===== config.mk =====
export PLATFORM = sky130hd
export DESIGN_NAME = fbri_top
export DESIGN_NICKNAME = d
export VERILOG_FILES = /design/src/rtl/fbri_pkg.sv /design/src/rtl/fbri_spi_rx.sv /design/src/rtl/fbri_ctrl.sv /design/src/rtl/fbri_top.sv
export SDC_FILE = /design/constraint.sdc
export NUM_CORES = 1
export LEC_CHECK = 0
export CAP_MARGIN = 20
export CORE_MARGIN = 1.5
export CORE_UTILIZATION = 40
export DETAILED_ROUTE_END_ITERATION = 10
export DONT_BUFFER_PORTS = 1
export PLACE_DENSITY = 0.52
export SYNTH_ARGS = -nofsm -noshare
export SYNTH_HDL_FRONTEND = slang
export SYNTH_SLANG_ARGS = --single-unit
export TNS_END_PERCENT = 20

===== constraint.sdc =====
create_clock -name clk -period 2.3 [get_ports clk]
set_clock_uncertainty 0.1 [all_clocks]
set_input_delay 0.46 -clock clk [delete_from_list [all_inputs] [get_ports clk]]
set_output_delay 0.46 -clock clk [all_outputs]
set_load 0.005 [all_outputs]

===== src/rtl/fbri_pkg.sv =====
// Shared types and constants for the buffer readiness indicator.
package fbri_pkg;
    // Controller states: idle / pass-through / hold-off / streaming indicator
    typedef enum logic [1:0] {
        ST_IDLE   = 2'd0,
        ST_PASS   = 2'd1,
        ST_HOLD   = 2'd2,
        ST_STREAM = 2'd3
    } fbri_state_t;

    // Opcode that opens a buffer read transaction
    localparam logic [7:0] CMD_BUF_READ = 8'h20;
endpackage


===== src/rtl/fbri_spi_rx.sv =====
// SPI receive front end.
// Synchronises SCLK, MOSI and chip select into the system clock domain and
// assembles mode-0 bytes, MSB first. Assumes SCLK is at most a quarter of
// the system clock rate, with MOSI stable around each rising SCLK edge.
module fbri_spi_rx #(
    parameter int SYNC_STAGES = 2
) (
    input  logic       clk,
    input  logic       rst_n,
    input  logic       spi_sclk,
    input  logic       spi_cs_n,
    input  logic       spi_mosi,
    output logic       cs_n_sync,
    output logic       byte_done,
    output logic [7:0] byte_val,
    output logic       byte_first
);
    localparam int LAST = SYNC_STAGES - 1;

    logic [LAST:0] sclk_q, mosi_q, csn_q;
    logic          sclk_prev;
    logic [2:0]    bit_cnt;
    logic [6:0]    shreg;
    logic          first_pend;
    logic          sclk_rise;

    // Synchroniser chains for the three SPI inputs
    always_ff @(posedge clk) begin
        if (!rst_n) begin
            sclk_q <= '0;
            mosi_q <= '0;
            csn_q  <= '1;
        end else begin
            sclk_q <= {sclk_q[LAST-1:0], spi_sclk};
            mosi_q <= {mosi_q[LAST-1:0], spi_mosi};
            csn_q  <= {csn_q[LAST-1:0], spi_cs_n};
        end
    end

    assign cs_n_sync = csn_q[LAST];
    assign sclk_rise = sclk_q[LAST] & ~sclk_prev & ~csn_q[LAST];

    // Bit counter, shift register and byte completion pulse
    always_ff @(posedge clk) begin
        if (!rst_n) begin
            sclk_prev  <= 1'b0;
            bit_cnt    <= '0;
            shreg      <= '0;
            first_pend <= 1'b1;
            byte_done  <= 1'b0;
            byte_val   <= '0;
            byte_first <= 1'b0;
        end else begin
            sclk_prev <= sclk_q[LAST];
            byte_done <= 1'b0;
            if (csn_q[LAST]) begin
                bit_cnt    <= '0;
                first_pend <= 1'b1;
            end else if (sclk_rise) begin
                shreg   <= {shreg[5:0], mosi_q[LAST]};
                bit_cnt <= bit_cnt + 3'd1;
                if (bit_cnt == 3'd7) begin
                    byte_done  <= 1'b1;
                    byte_val   <= {shreg, mosi_q[LAST]};
                    byte_first <= first_pend;
                    first_pend <= 1'b0;
                end
            end
        end
    end
endmodule


===== src/rtl/fbri_ctrl.sv =====
// Indicator controller.
// Decodes the opcode byte, runs the hold-off timer, tracks the host read
// index and latches receive errors. Assumes byte_done is a one-cycle pulse
// and that cs_n_sync is the synchronised chip select.
module fbri_ctrl
    import fbri_pkg::*;
#(
    parameter int CNT_W    = 8,
    parameter int HOLD_CYC = 38
) (
    input  logic             clk,
    input  logic             rst_n,
    input  logic             cs_n_sync,
    input  logic             byte_done,
    input  logic [7:0]       byte_val,
    input  logic             byte_first,
    input  logic             ind_enable,
    input  logic             rx_err,
    input  logic [CNT_W-1:0] wr_count,
    output fbri_state_t      state,
    output logic [CNT_W-1:0] rd_idx,
    output logic             err_lock,
    output logic             ind_active,
    output logic             ind_busy
);
    localparam int HC_W = (HOLD_CYC > 1) ? $clog2(HOLD_CYC) : 1;
    localparam logic [HC_W-1:0]  HC_LOAD = HC_W'(HOLD_CYC - 1);
    localparam logic [CNT_W-1:0] IDX_MAX = '1;

    logic [HC_W-1:0] hold_cnt;

    // State, hold-off timer, read index and error latch
    always_ff @(posedge clk) begin
        if (!rst_n || cs_n_sync) begin
            state    <= ST_IDLE;
            hold_cnt <= '0;
            rd_idx   <= '0;
            err_lock <= 1'b0;
        end else begin
            case (state)
                ST_IDLE: begin
                    if (byte_done && byte_first) begin
                        if (ind_enable && byte_val == CMD_BUF_READ) begin
                            state    <= ST_HOLD;
                            hold_cnt <= HC_LOAD;
                        end else begin
                            state <= ST_PASS;
                        end
                    end
                end
                ST_HOLD: begin
                    if (rx_err) err_lock <= 1'b1;
                    if (hold_cnt == '0) state <= ST_STREAM;
                    else                hold_cnt <= hold_cnt - 1'b1;
                end
                ST_STREAM: begin
                    if (rx_err) err_lock <= 1'b1;
                    if (byte_done && rd_idx != IDX_MAX) rd_idx <= rd_idx + 1'b1;
                end
                default: ;
            endcase
        end
    end

    // Indicator level: high means the host must wait
    always_comb begin
        ind_active = (state == ST_HOLD) || (state == ST_STREAM);
        ind_busy   = (state == ST_HOLD) || err_lock || (rd_idx >= wr_count);
    end
endmodule


===== src/rtl/fbri_top.sv =====
// Buffer readiness indicator top level.
// Routes either the interrupt summary or the readiness flag to the pin.
// Chip select gates the indicator combinationally so that releasing it
// restores interrupt reporting without synchroniser delay.
module fbri_top
    import fbri_pkg::*;
#(
    parameter int CNT_W       = 8,
    parameter int IRQ_W       = 8,
    parameter int HOLD_CYC    = 38,
    parameter int SYNC_STAGES = 2
) (
    input  logic             clk,
    input  logic             rst_n,
    input  logic             spi_sclk,
    input  logic             spi_cs_n,
    input  logic             spi_mosi,
    input  logic             ind_enable,
    input  logic [CNT_W-1:0] wr_count,
    input  logic             rx_err,
    input  logic [IRQ_W-1:0] irq_pending,
    output logic             irq_out
);
    logic             cs_n_sync;
    logic             byte_done;
    logic [7:0]       byte_val;
    logic             byte_first;
    fbri_state_t      state;
    logic [CNT_W-1:0] rd_idx;
    logic             err_lock;
    logic             ind_active;
    logic             ind_busy;

    fbri_spi_rx #(.SYNC_STAGES(SYNC_STAGES)) u_rx (
        .clk        (clk),
        .rst_n      (rst_n),
        .spi_sclk   (spi_sclk),
        .spi_cs_n   (spi_cs_n),
        .spi_mosi   (spi_mosi),
        .cs_n_sync  (cs_n_sync),
        .byte_done  (byte_done),
        .byte_val   (byte_val),
        .byte_first (byte_first)
    );

    fbri_ctrl #(.CNT_W(CNT_W), .HOLD_CYC(HOLD_CYC)) u_ctrl (
        .clk        (clk),
        .rst_n      (rst_n),
        .cs_n_sync  (cs_n_sync),
        .byte_done  (byte_done),
        .byte_val   (byte_val),
        .byte_first (byte_first),
        .ind_enable (ind_enable),
        .rx_err     (rx_err),
        .wr_count   (wr_count),
        .state      (state),
        .rd_idx     (rd_idx),
        .err_lock   (err_lock),
        .ind_active (ind_active),
        .ind_busy   (ind_busy)
    );

    // Pin source select
    always_comb begin
        if (ind_active && !spi_cs_n) irq_out = ind_busy;
        else                         irq_out = |irq_pending;
    end
endmodule


==> impl_results.md <==
* Status: completed
* Worst hold start: rst_n
* Top cells by area, synth: dfxtp_1, ha_1, nand2_1
* Clock Path Buffers at 2
* Area Growth Syn to Fin at 11.7%
* Final Cycle Share at 95.9%
* DP HPWL at 2.81 mm
* Drt pass-1 iters at 4
* Syn_nets at 273
* Tot Pwr at 1.43 mW
* Largest delay share family, worst path: compound AO/OA/AOI/OAI gates
* I/O pin count at 24
* Vias at 1618
* Drt wl/cell at 12.8 um
* Critical Path Source: u_ctrl.rd_idx[0]
* Die X-Extent at 75.8 um
* Clock sinks at 45
* Post-synth EDFFs at 0
* H-Tree Depth at 2
* Core Footprint at 5110 um2
* Largest net degree at the start of global routing at 27
* Crit path time final at 2.21 ns
* Layout cells sized above 1 at 9.50%
* Clock-pin slew on the worst setup and hold paths at 0.09 ns
* Post-Syn Area at 2120 um2
* Worst vdd ir at 0.000407 V
* Post-synth ARST share at 0%
* Worst Setup Start Kind: flip-flop
* RSZ-0062 raised after global routing: false
* CTS tree: done
* R2r setup slk at 0.54 ns
* Pins Over Slew Limit at 0
* Final setup violating endpoints at 0
* Slowest stage delay, CP at 0.33 ns
* # rows at 26
* Setup tns final at 0 ns
* Area leader, netlist: dfxtp_1
* Placed cells at 302
* Final non-filler cell total at 312
* Cell Pwr Density at 606 nW/um2
* Clock Latency Late Sink at 0.30 ns
* CTS Buf Count at 5
* Post-synthesis cell count at 237
* Slew HR at 55.8%
* DRT Wirelength at 3.99 mm
* Share of the yosys chip area belonging to registers at 42.5%
* Initial antenna violation count at 0
* Setup CP Type: flip-flop to output port
* Fin nets at 277
* DRC violations left at 0
* Vias in the first global route at 1451
* Pin slew with the least headroom to its limit at 0.664 ns
* DIE AREA at 5750 um2
* GRT Residual Overflow at 0
* Antenna cells at 0
* Starting DRT DRC Count at 64
* Critical path cell sequence: inv_2, ha_4, nand2b_4, a2111oi_4, nor3_1, o31a_1
* CP Data Arrival Time at 1.65 ns
* DRT antenna net count at 0
* Max Fclk at 453 MHz
* Vias per cell at 5.19
* GR Util All Layers at 15.6%
* CP Data Required Time at 1.74 ns
* I/O Buffers at 0
* Critical R2R Launch: u_ctrl.hold_cnt[0]
* HP Class: input port to flip-flop
* Most used DFF post-synth: dfxtp_1
* Post-synth top area share at 42.5%
* Final GP Congestion at 0.774
* Starting Density at 41.5%
* Yosys cell types at 46
* Lkg Pwr at 0.849 nW
* WP buf/inv at 1
* Final Hold Viols at 0
* Die height at 75.8 um
* Syn avg cell area at 8.95 um2
* Max-cap viol count at 0
* Critical-path top delay cell: dfxtp_2
* CTS root buf: clkbuf_8
* Critical path capture point type: output port
* First-pass GRT wire length at 6.68 mm
* Synth warn at 0
* Flops & latches, synth at 45
* Crit Path Max Fanout at 2
-- kinds of logic (layout without fill, tap and decap cells) --
kind of cell / Yosys count / after routing / synth area share (%)
simple gates: 100 / 100 / 25.0
compound gates: 45 / 45 / 14.9
buf+inv: 20 / 25 / 3.72
fa+ha+maj: 13 / 13 / 7.67
mux: 9 / 9 / 4.25
flops: 45 / 45 / 42.5
xor+xnor: 5 / 5 / 2.07
-- area by class of cell --
class | count | area, um2
Clock buffer | 7 | 86.3
Tap cell | 70 | 87.6
Timing Repair Buffer | 4 | 30.0
Fill cell | 518 | 2740
Clock inverter | 1 | 30.0
Inverter | 13 | 48.8
Multi-Input combinational cell | 172 | 1180
Sequential cell | 45 | 906
-- timing repair --
| item | in CTS | in global routing |
|---|---|---|
| pin swaps | 3 | 1 |
| endpoints found under the setup margin | 1 | 1 |
| cloned | 0 | 0 |
| setup buffers | 1 | 1 |
| hold buffers | 0 | 0 |
| resized for setup | 7 | 3 |
-- path summary, 6_finish.rpt --
path                                            to  cells past startpoint
worst max-delay path                       irq_out                      6
worst min-delay path                 u_rx.csn_q[1]                      1
worst min register to register       u_rx.csn_q[1]                      1
worst max register to register  u_ctrl.hold_cnt[3]                      6
-- Yosys cell counts, drive strengths merged (2+ instances only) --
| master | number |
|---|---|
| a211oi | 2 |
| a21boi | 9 |
| a21oi | 12 |
| and2 | 6 |
| and3 | 6 |
| and4 | 2 |
| buf | 3 |
| clkbuf | 4 |
| dfxtp | 45 |
| ha | 13 |
| inv | 13 |
| mux2i | 9 |
| nand2 | 29 |
| nand2b | 6 |
| nand3 | 4 |
| nand4 | 7 |
| nor2 | 13 |
| nor2b | 10 |
| nor3 | 6 |
| nor4 | 2 |
| o211ai | 2 |
| o21ai | 8 |
| o31a | 2 |
| or3 | 2 |
| xnor2 | 3 |
| xor2 | 2 |
-- registers in the layout, indices dropped and copies added (netlist names) --
name / flops
u_rx.csn_q: 2
u_ctrl.hold_cnt: 6
u_ctrl.rd_idx: 8
u_rx.byte_done: 1
u_rx.mosi_q: 2
u_rx.bit_cnt: 3
u_ctrl.state: 2
u_rx.first_pend: 1
u_rx.byte_first: 1
u_rx.byte_val: 8
u_rx.sclk_q: 2
u_rx.sclk_prev: 1
u_rx.shreg: 7
u_ctrl.err_lock: 1
-- report_power, final --
group / total [mW] / leakage, nW / switching [mW] / internal (mW)
clock network: 0.614 / 0.0585 / 0.259 / 0.354
logic: 0.0355 / 0.425 / 0.0148 / 0.0208
registers: 0.785 / 0.366 / 0.00188 / 0.784
total: 1.43 / 0.849 / 0.276 / 1.16
-- routing by layer --
layer / track usage [%] / vias to the layer above / wire length, um
met5: 0 / - / 0
met4: 5.95 / 0 / 64
met3: 4.10 / 7 / 135
met2: 25.0 / 33 / 1750
met1: 20.1 / 737 / 2030
li1: - / 841 / -
-- cells in the final DEF, fill, tap and decap left out, types with 5 or more instances in the layout --
cell      instances
and2_1            6
ha_1             12
nand4_1           7
mux2i_1           9
dfxtp_1          41
nand2_1          29
nor2b_1          10
nand2b_1          5
clkbuf_8          6
and3_1            6
inv_1            12
a21boi_1          9
nor2_1           13
a21oi_1          11
nor3_1            6
-- through the flow --
step	worst slack, ns	hold slack [ns]	instance area [um2]	util (%)
2_1_floorplan	0.192	0.286	2120	-
3_3_place_gp	0.153	0.301	2190	42.9
3_5_place_dp	0.126	0.297	2190	42.9
4_1_cts	0.0311	0.120	2360	46.2
5_1_grt	0.0201	0.123	2370	46.4
6_report	0.0937	0.133	2370	46.4
No activity file was read; power rests on OpenSTA's default activity.
